**config.mk**
```make
export PLATFORM = sky130hd
export DESIGN_NAME = rr_rename
export DESIGN_NICKNAME = d
export VERILOG_FILES = /design/src/rtl/rr_pkg.sv /design/src/rtl/rr_commit_map.sv /design/src/rtl/rr_spec_map.sv /design/src/rtl/rr_free_pool.sv /design/src/rtl/rr_rename.sv
export SDC_FILE = /design/constraint.sdc
export NUM_CORES = 2
export LEC_CHECK = 0
export CAP_MARGIN = 30
export CORE_ASPECT_RATIO = 1.75
export CORE_UTILIZATION = 40
export CTS_CLUSTER_DIAMETER = 200
export DETAILED_ROUTE_END_ITERATION = 8
export GPL_TIMING_DRIVEN = 1
export HOLD_SLACK_MARGIN = 0.06
export PLACE_DENSITY = 0.55
export SYNTH_ARGS = -nofsm -noshare
export SYNTH_HDL_FRONTEND = slang
export SYNTH_SLANG_ARGS = --single-unit
export TNS_END_PERCENT = 20
```
**constraint.sdc**
```tcl
create_clock -name clk -period 6 [get_ports clk]
set_input_delay 0.9 -clock clk [delete_from_list [all_inputs] [get_ports clk]]
set_output_delay 0.9 -clock clk [all_outputs]
set_load 0.05 [all_outputs]
```
**src/rtl/rr_pkg.sv**
```systemverilog
package rr_pkg;
    localparam int NUM_LOG  = 32;
    localparam int NUM_PHYS = 64;
    localparam int RN_W     = 2;
    localparam int LOG_W    = $clog2(NUM_LOG);
    localparam int PHY_W    = $clog2(NUM_PHYS);
    localparam int SPARE    = NUM_PHYS - NUM_LOG;

    typedef logic [LOG_W-1:0]    ltag_t;
    typedef logic [PHY_W-1:0]    ptag_t;
    typedef logic [NUM_PHYS-1:0] pvec_t;
    typedef ptag_t [NUM_LOG-1:0] map_t;

    typedef struct packed {
        logic  hit;
        ptag_t tag;
    } pick_t;

    typedef struct packed {
        logic  en;
        ltag_t ldst;
        ptag_t ptag;
    } map_wr_t;

    typedef struct packed {
        logic  en;
        ltag_t ldst;
        ptag_t pnew;
        ptag_t pold;
    } commit_t;

    function automatic pick_t lowest_free(pvec_t v);
        pick_t r;
        r = '0;
        for (int p = NUM_PHYS - 1; p >= 0; p--) begin
            if (v[p]) begin
                r.hit = 1'b1;
                r.tag = ptag_t'(p);
            end
        end
        return r;
    endfunction

    function automatic map_t identity_map();
        map_t m;
        for (int i = 0; i < NUM_LOG; i++) m[i] = ptag_t'(i);
        return m;
    endfunction

    function automatic pvec_t spare_pool();
        pvec_t v;
        for (int p = 0; p < NUM_PHYS; p++) v[p] = (p >= NUM_LOG);
        return v;
    endfunction
endpackage

```
**src/rtl/rr_commit_map.sv**
```systemverilog
module rr_commit_map import rr_pkg::*; (
    input  logic    clk,
    input  logic    rst,
    input  commit_t cm,
    output map_t    cmap_q,
    output map_t    cmap_nxt,
    output pvec_t   cfree_q,
    output pvec_t   cfree_nxt
);
    always_comb begin
        cmap_nxt  = cmap_q;
        cfree_nxt = cfree_q;
        if (cm.en) begin
            cmap_nxt[cm.ldst]  = cm.pnew;
            cfree_nxt[cm.pnew] = 1'b0;
            cfree_nxt[cm.pold] = 1'b1;
        end
    end

    always_ff @(posedge clk) begin
        if (rst) begin
            cmap_q  <= identity_map();
            cfree_q <= spare_pool();
        end else begin
            cmap_q  <= cmap_nxt;
            cfree_q <= cfree_nxt;
        end
    end

    assert_commit_write_R6: assert property (@(posedge clk) disable iff (rst)
        ($past(cm.en) && !$past(rst)) |-> (cmap_q[$past(cm.ldst)] == $past(cm.pnew)));
endmodule

```
**src/rtl/rr_spec_map.sv**
```systemverilog
module rr_spec_map import rr_pkg::*; (
    input  logic                    clk,
    input  logic                    rst,
    input  map_wr_t [RN_W-1:0]      wr,
    input  logic                    flush,
    input  map_t                    flush_map,
    output map_t                    map_q
);
    map_t map_d;

    always_comb begin
        map_d = map_q;
        if (flush) begin
            map_d = flush_map;
        end else begin
            for (int l = 0; l < RN_W; l++) begin
                if (wr[l].en) map_d[wr[l].ldst] = wr[l].ptag;
            end
        end
    end

    always_ff @(posedge clk) begin
        if (rst) map_q <= identity_map();
        else     map_q <= map_d;
    end
endmodule

```
**src/rtl/rr_free_pool.sv**
```systemverilog
module rr_free_pool import rr_pkg::*; (
    input  logic                  clk,
    input  logic                  rst,
    input  logic [RN_W-1:0]       want,
    input  logic                  take,
    input  logic                  flush,
    input  pvec_t                 flush_vec,
    input  logic                  rel_en,
    input  ptag_t                 rel_tag,
    output pick_t [RN_W-1:0]      grant,
    output logic                  grant_ok,
    output pvec_t                 free_q
);
    pvec_t remain;
    pvec_t free_d;

    always_comb begin
        remain   = free_q;
        grant_ok = 1'b1;
        for (int l = 0; l < RN_W; l++) begin
            grant[l] = '0;
            if (want[l]) begin
                grant[l] = lowest_free(remain);
                if (grant[l].hit) remain[grant[l].tag] = 1'b0;
                else              grant_ok = 1'b0;
            end
        end
    end

    always_comb begin
        if (flush) begin
            free_d = flush_vec;
        end else begin
            free_d = take ? remain : free_q;
            if (rel_en) free_d[rel_tag] = 1'b1;
        end
    end

    always_ff @(posedge clk) begin
        if (rst) free_q <= spare_pool();
        else     free_q <= free_d;
    end

    assert_pool_bound_R9: assert property (@(posedge clk) disable iff (rst)
        $countones(free_q) <= SPARE);

    assert_lowest_first_R2: assert property (@(posedge clk) disable iff (rst)
        (want[0] && grant[0].hit) |->
            (free_q[grant[0].tag] && ((free_q & ((pvec_t'(1) << grant[0].tag) - pvec_t'(1))) == '0)));

    assert_distinct_grants_R2: assert property (@(posedge clk) disable iff (rst)
        (want[0] && want[1] && grant_ok) |-> (grant[0].tag != grant[1].tag));
endmodule

```
**src/rtl/rr_rename.sv**
```systemverilog
module rr_rename import rr_pkg::*; (
    input  logic                        clk,
    input  logic                        rst,
    input  logic                        rn_valid,
    input  logic [RN_W-1:0]             rn_has_dst,
    input  logic [RN_W-1:0][LOG_W-1:0]  rn_ldst,
    input  logic [RN_W-1:0][LOG_W-1:0]  rn_lsrc1,
    input  logic [RN_W-1:0][LOG_W-1:0]  rn_lsrc2,
    output logic                        rn_accept,
    output logic [RN_W-1:0][PHY_W-1:0]  rn_pdst,
    output logic [RN_W-1:0][PHY_W-1:0]  rn_pold,
    output logic [RN_W-1:0][PHY_W-1:0]  rn_psrc1,
    output logic [RN_W-1:0][PHY_W-1:0]  rn_psrc2,
    input  logic                        cm_valid,
    input  logic [LOG_W-1:0]            cm_ldst,
    input  logic [PHY_W-1:0]            cm_pnew,
    input  logic [PHY_W-1:0]            cm_pold,
    input  logic                        flush
);
    commit_t          cm;
    map_t             cmap_q, cmap_nxt, spec_q;
    pvec_t            cfree_q, cfree_nxt, free_vec;
    pick_t [RN_W-1:0] grant;
    logic             grant_ok;
    logic [RN_W-1:0]  want;
    map_wr_t [RN_W-1:0] wr;

    assign cm   = '{en: cm_valid, ldst: cm_ldst, pnew: cm_pnew, pold: cm_pold};
    assign want = rn_has_dst & {RN_W{rn_valid}};
    assign rn_accept = rn_valid && grant_ok && !flush;

    rr_commit_map u_cmap (
        .clk(clk), .rst(rst), .cm(cm),
        .cmap_q(cmap_q), .cmap_nxt(cmap_nxt),
        .cfree_q(cfree_q), .cfree_nxt(cfree_nxt)
    );

    rr_free_pool u_pool (
        .clk(clk), .rst(rst), .want(want), .take(rn_accept),
        .flush(flush), .flush_vec(cfree_nxt),
        .rel_en(cm_valid), .rel_tag(cm_pold),
        .grant(grant), .grant_ok(grant_ok), .free_q(free_vec)
    );

    rr_spec_map u_smap (
        .clk(clk), .rst(rst), .wr(wr), .flush(flush),
        .flush_map(cmap_nxt), .map_q(spec_q)
    );

    // Lookup per lane with forwarding from older lanes of the same group
    generate
        for (genvar l = 0; l < RN_W; l++) begin : g_lane
            always_comb begin
                rn_pdst[l]  = grant[l].tag;
                rn_psrc1[l] = spec_q[rn_lsrc1[l]];
                rn_psrc2[l] = spec_q[rn_lsrc2[l]];
                rn_pold[l]  = spec_q[rn_ldst[l]];
                for (int k = 0; k < l; k++) begin
                    if (rn_has_dst[k]) begin
                        if (rn_ldst[k] == rn_lsrc1[l]) rn_psrc1[l] = grant[k].tag;
                        if (rn_ldst[k] == rn_lsrc2[l]) rn_psrc2[l] = grant[k].tag;
                        if (rn_ldst[k] == rn_ldst[l])  rn_pold[l]  = grant[k].tag;
                    end
                end
                wr[l] = '{en: rn_accept && rn_has_dst[l], ldst: rn_ldst[l], ptag: grant[l].tag};
            end
        end
    endgenerate

    assert_stall_empty_R5: assert property (@(posedge clk) disable iff (rst)
        (rn_valid && (|rn_has_dst) && (free_vec == '0)) |-> !rn_accept);

    assert_flush_restore_R8: assert property (@(posedge clk) disable iff (rst)
        ($past(flush) && !$past(rst)) |-> ((spec_q == cmap_q) && (free_vec == cfree_q)));
endmodule

```
* After elaboration in Yosys (flattened, before gate mapping) *
Cells that the tools add are included.

cells by class
  $add $sub $neg = 0
  div/mod/pow operators = 0
  eq/ne operators = 3
  muxes and demuxes = 184
  shifts and indexed selects = 0
  $mul = 0
  $lt $le $gt $ge = 18
  bitwise logic cells = 9
  reduce and logical (&&, ||, !) cells = 12

operator list
  operator                                             count
  two-way mux 192 bit                                  5
  two-way mux 7 bit                                    130
  bitwise mux 192 bit                                  3
  two-way mux 64 bit                                   8
  AND 64 bit                                           3
  inverter 64 bit                                      3
  binary-select mux 6 bit (select 5 bit)               6
  bitwise OR 64 bit                                    2
  two-way mux 6 bit                                    17
  demux 6 bit (select 5 bit)                           3
  < comparator 5 x 6 -> 1 bit, second input constant   7
  < comparator 6 x 7 -> 1 bit, second input constant   4
  demux 1 bit (select 6 bit)                           4
  >= comparator 6 x 1 -> 1 bit, second input constant  4
  equality test 5 bit                                  3
  >= comparator 5 x 1 -> 1 bit, second input constant  3
  logical AND 1 bit                                    11
  two-way mux 1 bit                                    8
  AND 2 bit                                            1
  zero test 1 bit                                      1

word-level totals
  bits in latches = 0
  memory bits (read-only) = 0
  memory bits (writable) = 0
  memories kept = 0
  output and inout bits = 49
  register bits after elaboration = 512

* Logic depth before layout (Yosys ltp) *
  depth after elaboration = 150
  mapped depth = 21

* Hierarchy *
A second synthesis with hierarchy kept.

unflattened totals
  cells, all modules = 4320
  area total of the unflattened synthesis = 39983.3 um^2

modules (own cells, without submodules)
  module         area an instance (um^2)  cells each  instances
  rr_commit_map  12801.0                  1324        1
  rr_spec_map    10318.6                  1358        1
  rr_rename      9477.8                   652         1
  rr_free_pool   7385.8                   986         1

* Worst setup path after synthesis *
Ideal clock, no wire load.

  path kind = input to output
  start point = input port rn_has_dst[0]
  end point = output port rn_accept
  required time = 5.100 ns
  arrival = 4.574 ns
  cell stages on the path = 16
  buffers on the path = 5
  slack = 0.526 ns
  cell sequence = and2_1 -> clkbuf_1 -> nand3_1 -> nor3_1 -> nand2_1 -> or2_1 -> buf_2 -> o31a_1 -> o21a_1 -> nor4b_1 -> nand4_1 -> o31ai_4 -> inv_2 -> buf_2 -> buf_2 -> buf_2

between the ends
  longest elaborated chain between the ends = 71

RTL lines
  item                                RTL line            RTL
  start, declared                     rr_rename.sv:5      input logic [RN_W-1:0] rn_has_dst,
  AND 2 bit (*)                       rr_rename.sv:29     assign want = rn_has_dst & {RN_W{rn_valid}};
  two-way mux 64 bit                  rr_free_pool.sv:22  if (want[l]) begin
  two-way mux 7 bit (64 in a row)     rr_pkg.sv:36        if (v[p]) begin
  two-way mux 7 bit                   rr_free_pool.sv:22
  two-way mux 1 bit                   rr_free_pool.sv:24  if (grant[l].hit) remain[grant[l].tag] = 1'b0;
  two-way mux 1 bit (*)               rr_free_pool.sv:22
  logical AND 1 bit (*) (2 in a row)  rr_rename.sv:30     assign rn_accept = rn_valid && grant_ok && !flush;
  end, declared                       rr_rename.sv:9      output logic rn_accept,

Every way passes the cells marked *; elsewhere a longest branch is shown, timed or not. The select of a mux whose other input is x is not followed.

==> flow_metrics.py <==
metrics = {
    "status": {
        "status": "complete, no violations",
    },
    "run": {
        "drv_cap": 0,
    },
    "routing": {
        "finalWirelength_um": 202700,
        "met1_length_um": 63050,
        "routedWlPerCell_um": 37.19,
        "top_layer": "met5",
        "drt_pass1_iterations": 6,
        "route.detailed.drc": 0,
        "wl_met2_um": 92970,
        "num_vias": 39710,
        "route.met3.wl_um": 20920,
        "vias_per_cell": 7.285,
        "drtAntennaViolNets": 0,
        "drtIter0Drc": 5510,
    },
    "power_and_ir_drop": {
        "p_comb_share_pct": 27.6,
        "switchingPower_mw": 3.563,
        "p_int_mw": 6.510,
        "p_clk_share_pct": 36.0,
        "ir_drop_uv": 253.4,
        "p_per_area_mw_per_mm2": 232.6,
        "p_leak_nw": 14.95,
        "switching_share_pct": 35.37,
        "seqPwrFrac_pct": 36.4,
    },
    "floorplan": {
        "die_w_um": 229.2,
        "io_pins": 103,
        "initial_core_util_pct": 40.47,
        "core-area_mm2": 0.08926,
        "num_rows": 145,
        "die_y_um": 399.5,
        "dieArea_mm2": 0.09155,
    },
    "clock_tree": {
        "numCtsBuffers": 50,
        "cts_sinks": 512,
        "cts_root_buf": "clkbuf_16",
        "tritoncts": "done",
        "ctsHoldBuffers": 0,
        "h-tree-depth": 2,
        "path_clk_slew_ns": 0.07,
        "ctsLongestPathBuffers": 3,
        "clk_latency_ns": 0.71,
    },
    "placement": {
        "place.detailed.hpwl_um": 146500,
        "place.gp.congestion": 1.122,
        "dp_cells": 5333,
        "portBuffers": 102,
    },
    "critical_path": {
        "worstPathRequired_ns": 5.10,
        "cpMaxStageDelayCell": "or4_4",
        "r2r_slack_ns": 0.52,
        "worstPathArrival_ns": 5.05,
        "cp_cell_sequence": "or4_4, o211ai_1, buf_4, a21oi_4, buf_4, o31ai_4, buf_4, o31ai_2, buf_4, or4_1, nand2_1, o21a_1, o21ai_0, a221o_1, buf_4, o21ai_4, nand2_2, clkinv_1, buf_6",
        "worstSetupPathType": "flip-flop to output pin",
        "worst_path_most_repeated_cell": "buf_4",
        "cp-start-kind": "flip-flop",
        "ff2ff_path_depth": 21,
        "rr_startpoint": "u_pool.free_q[59]$_SDFF_PP1_",
        "critPathCaptureType": "output pin",
        "worstReg2RegEnd": "u_pool.free_q[9]$_SDFF_PP0_",
        "crit_path_start": "u_pool.free_q[59]$_SDFF_PP1_",
        "crit_fanout": 8,
        "critPathMaxStageDelay_ns": 0.53,
    },
    "sta": {
        "min_period_ns": 5.952,
        "maxSlewViolCount": 0,
        "fin_crit_sh_pct": 99.19,
        "clock-skew-final_ns": 0.06051,
        "grt_setup_unrepaired": "true",
        "setup_viol_count_final": 0,
        "tightest_slew_ns": 1.188,
        "relSlewSlack_pct": 20.56,
        "hold_slack_ns": 0.4620,
        "fmax_mhz": 168.0,
        "fin_setup_tns_ns": 0,
        "finalHoldViolCount": 0,
    },
    "synthesis": {
        "avgSynthCellArea_um2": 9.023,
        "synth_area_mm2": 0.03612,
        "yosysMostFrequentCell": "dfxtp_1",
        "syn_nets": 4057,
        "syn_inst": 4003,
        "yosys.area.top_type_share_pct": 28.38,
        "synth_area_leaders": "dfxtp_1, mux4_2, nand2_1",
        "ys_warn_count": 0,
        "yosysUniqueCellTypes": 91,
        "synthArstFlopShare_pct": 0,
        "synth-seq-cells": 512,
        "synthTopCellsByCount": "dfxtp_1, nand2_1, mux4_2",
        "seq_area_frac_synth_pct": 28.38,
        "synth.largest_area_cell": "dfxtp_1",
        "synth_edf_count": 0,
        "synthFlopType": "dfxtp_1",
    },
    "grt": {
        "grt_max_degree": 138,
        "grt_use_total_pct": 43.54,
        "grt_pass1_wl_um": 284700,
        "grt_pass1_vias": 38280,
        "antenna_found_initial": 12,
        "globalRouteOverflowTotal": 0,
    },
    "cells_and_area": {
        "finalNetCount": 4279,
        "fin_cells": 5451,
        "syn2layout_area_growth_pct": 19.88,
        "drive_gt1_share_pct": 24.33,
    },
    "worst_hold_path": {
        "holdPathEnd": "u_cmap.cmap_q[8]$_SDFF_PP0_",
        "whs_path_depth": 2,
        "min_from": "u_cmap.cmap_q[8]$_SDFF_PP0_",
        "min_path_type": "flip-flop to flip-flop",
    },
}
[what timing repair did]
item,CTS,global route
setup buffers,6,4
pin swaps,8,10
cloned,1,0
endpoints found under the setup margin,7,7
gates resized for setup,39,30
[per-stage QoR]
step	power (mW)	utilization, %	setup slack [ns]	cell area [um2]
final	10.07	48.51	0.04847	43300
after detailed placement	6.293	45.90	0.1402	40970
after global placement	6.292	45.86	0.1466	40940
after floorplan	4.992	-	0.5260	36120
after CTS	9.913	48.23	0.004455	43050
after global routing	10.24	48.49	-0.05417	43280
[area by class of cell]
cell class | instances | area [um2]
Tap cell | 1176 | 1471
Fill cell | 8716 | 45960
Clock buffer | 66 | 1391
Timing Repair Buffer | 553 | 4888
Multi-Input combinational cell | 3068 | 24700
Inverter | 40 | 152.6
Antenna cell | 9 | 22.52
Clock inverter | 27 | 414.1
Sequential cell | 512 | 10260
[layout by cell type, fill, tap and decap left out, drive strengths merged, types with 68 or more instances in the layout]
cell / count
dfxtp: 512
buf: 484
nand2: 413
mux4: 336
nor2: 291
a21oi: 267
o21ai: 212
nand3: 156
nor3: 151
mux2i: 119
a211o: 84
a22oi: 71
nor2b: 68
clkbuf: 68
[state kept, by name, indices dropped and copies added, names as in the netlist]
| name | count |
|---|---|
| u_cmap.cfree_q | 64 |
| u_cmap.cmap_q | 192 |
| u_pool.free_q | 64 |
| u_smap.map_q | 192 |
[cells by family (layout without fill, tap and decap cells)]
logic type | after synthesis | in the layout | share of synthesized area [%]
flops | 512 | 512 | 28.38
compound gates | 1185 | 1186 | 23.01
buf+inv | 424 | 686 | 4.528
mux | 476 | 476 | 24.90
simple gates | 1391 | 1391 | 18.82
xor+xnor | 15 | 15 | 0.3637
other cells | 0 | 9 | 0
[metal layers]
layer / global-route usage [%] / up-vias
met5: 0.4767 / -
li1: - / 16200
met1: 43.80 / 19330
met4: 45.49 / 8
met3: 12.08 / 1150
met2: 70.63 / 3028
[how the worst max path moves through the flow]
stage                                        to  slack (ns)  cells after the start
CTS                                  rn_pdst[7]       0.004                     16
global route                         rn_pdst[7]       -0.05                     19
detailed placement  u_pool.free_q[9]$_SDFF_PP0_        0.14                     16
global placement    u_pool.free_q[9]$_SDFF_PP0_        0.15                     16
floorplan                             rn_accept        0.53                     16
finish                               rn_pdst[7]        0.05                     19
[power by group through the flow]
stage | Sequential [mW] | Clock (mW) | Combinational (mW)
CTS | 3.65 | 3.64 | 2.63
global placement | 3.72 | 0 | 2.57
global route | 3.66 | 3.78 | 2.81
detailed placement | 3.72 | 0 | 2.57
finish | 3.66 | 3.63 | 2.78
floorplan | 3.63 | 0 | 1.36
[critical path, delay by kind of cell (launching register included)]
kind	cells	cell delay [ns]
compound gates	8	1.51
buf+inv	7	1.25
flops	1	0.38
simple gates	4	1.24
No activity file was read; power rests on OpenSTA's default activity.
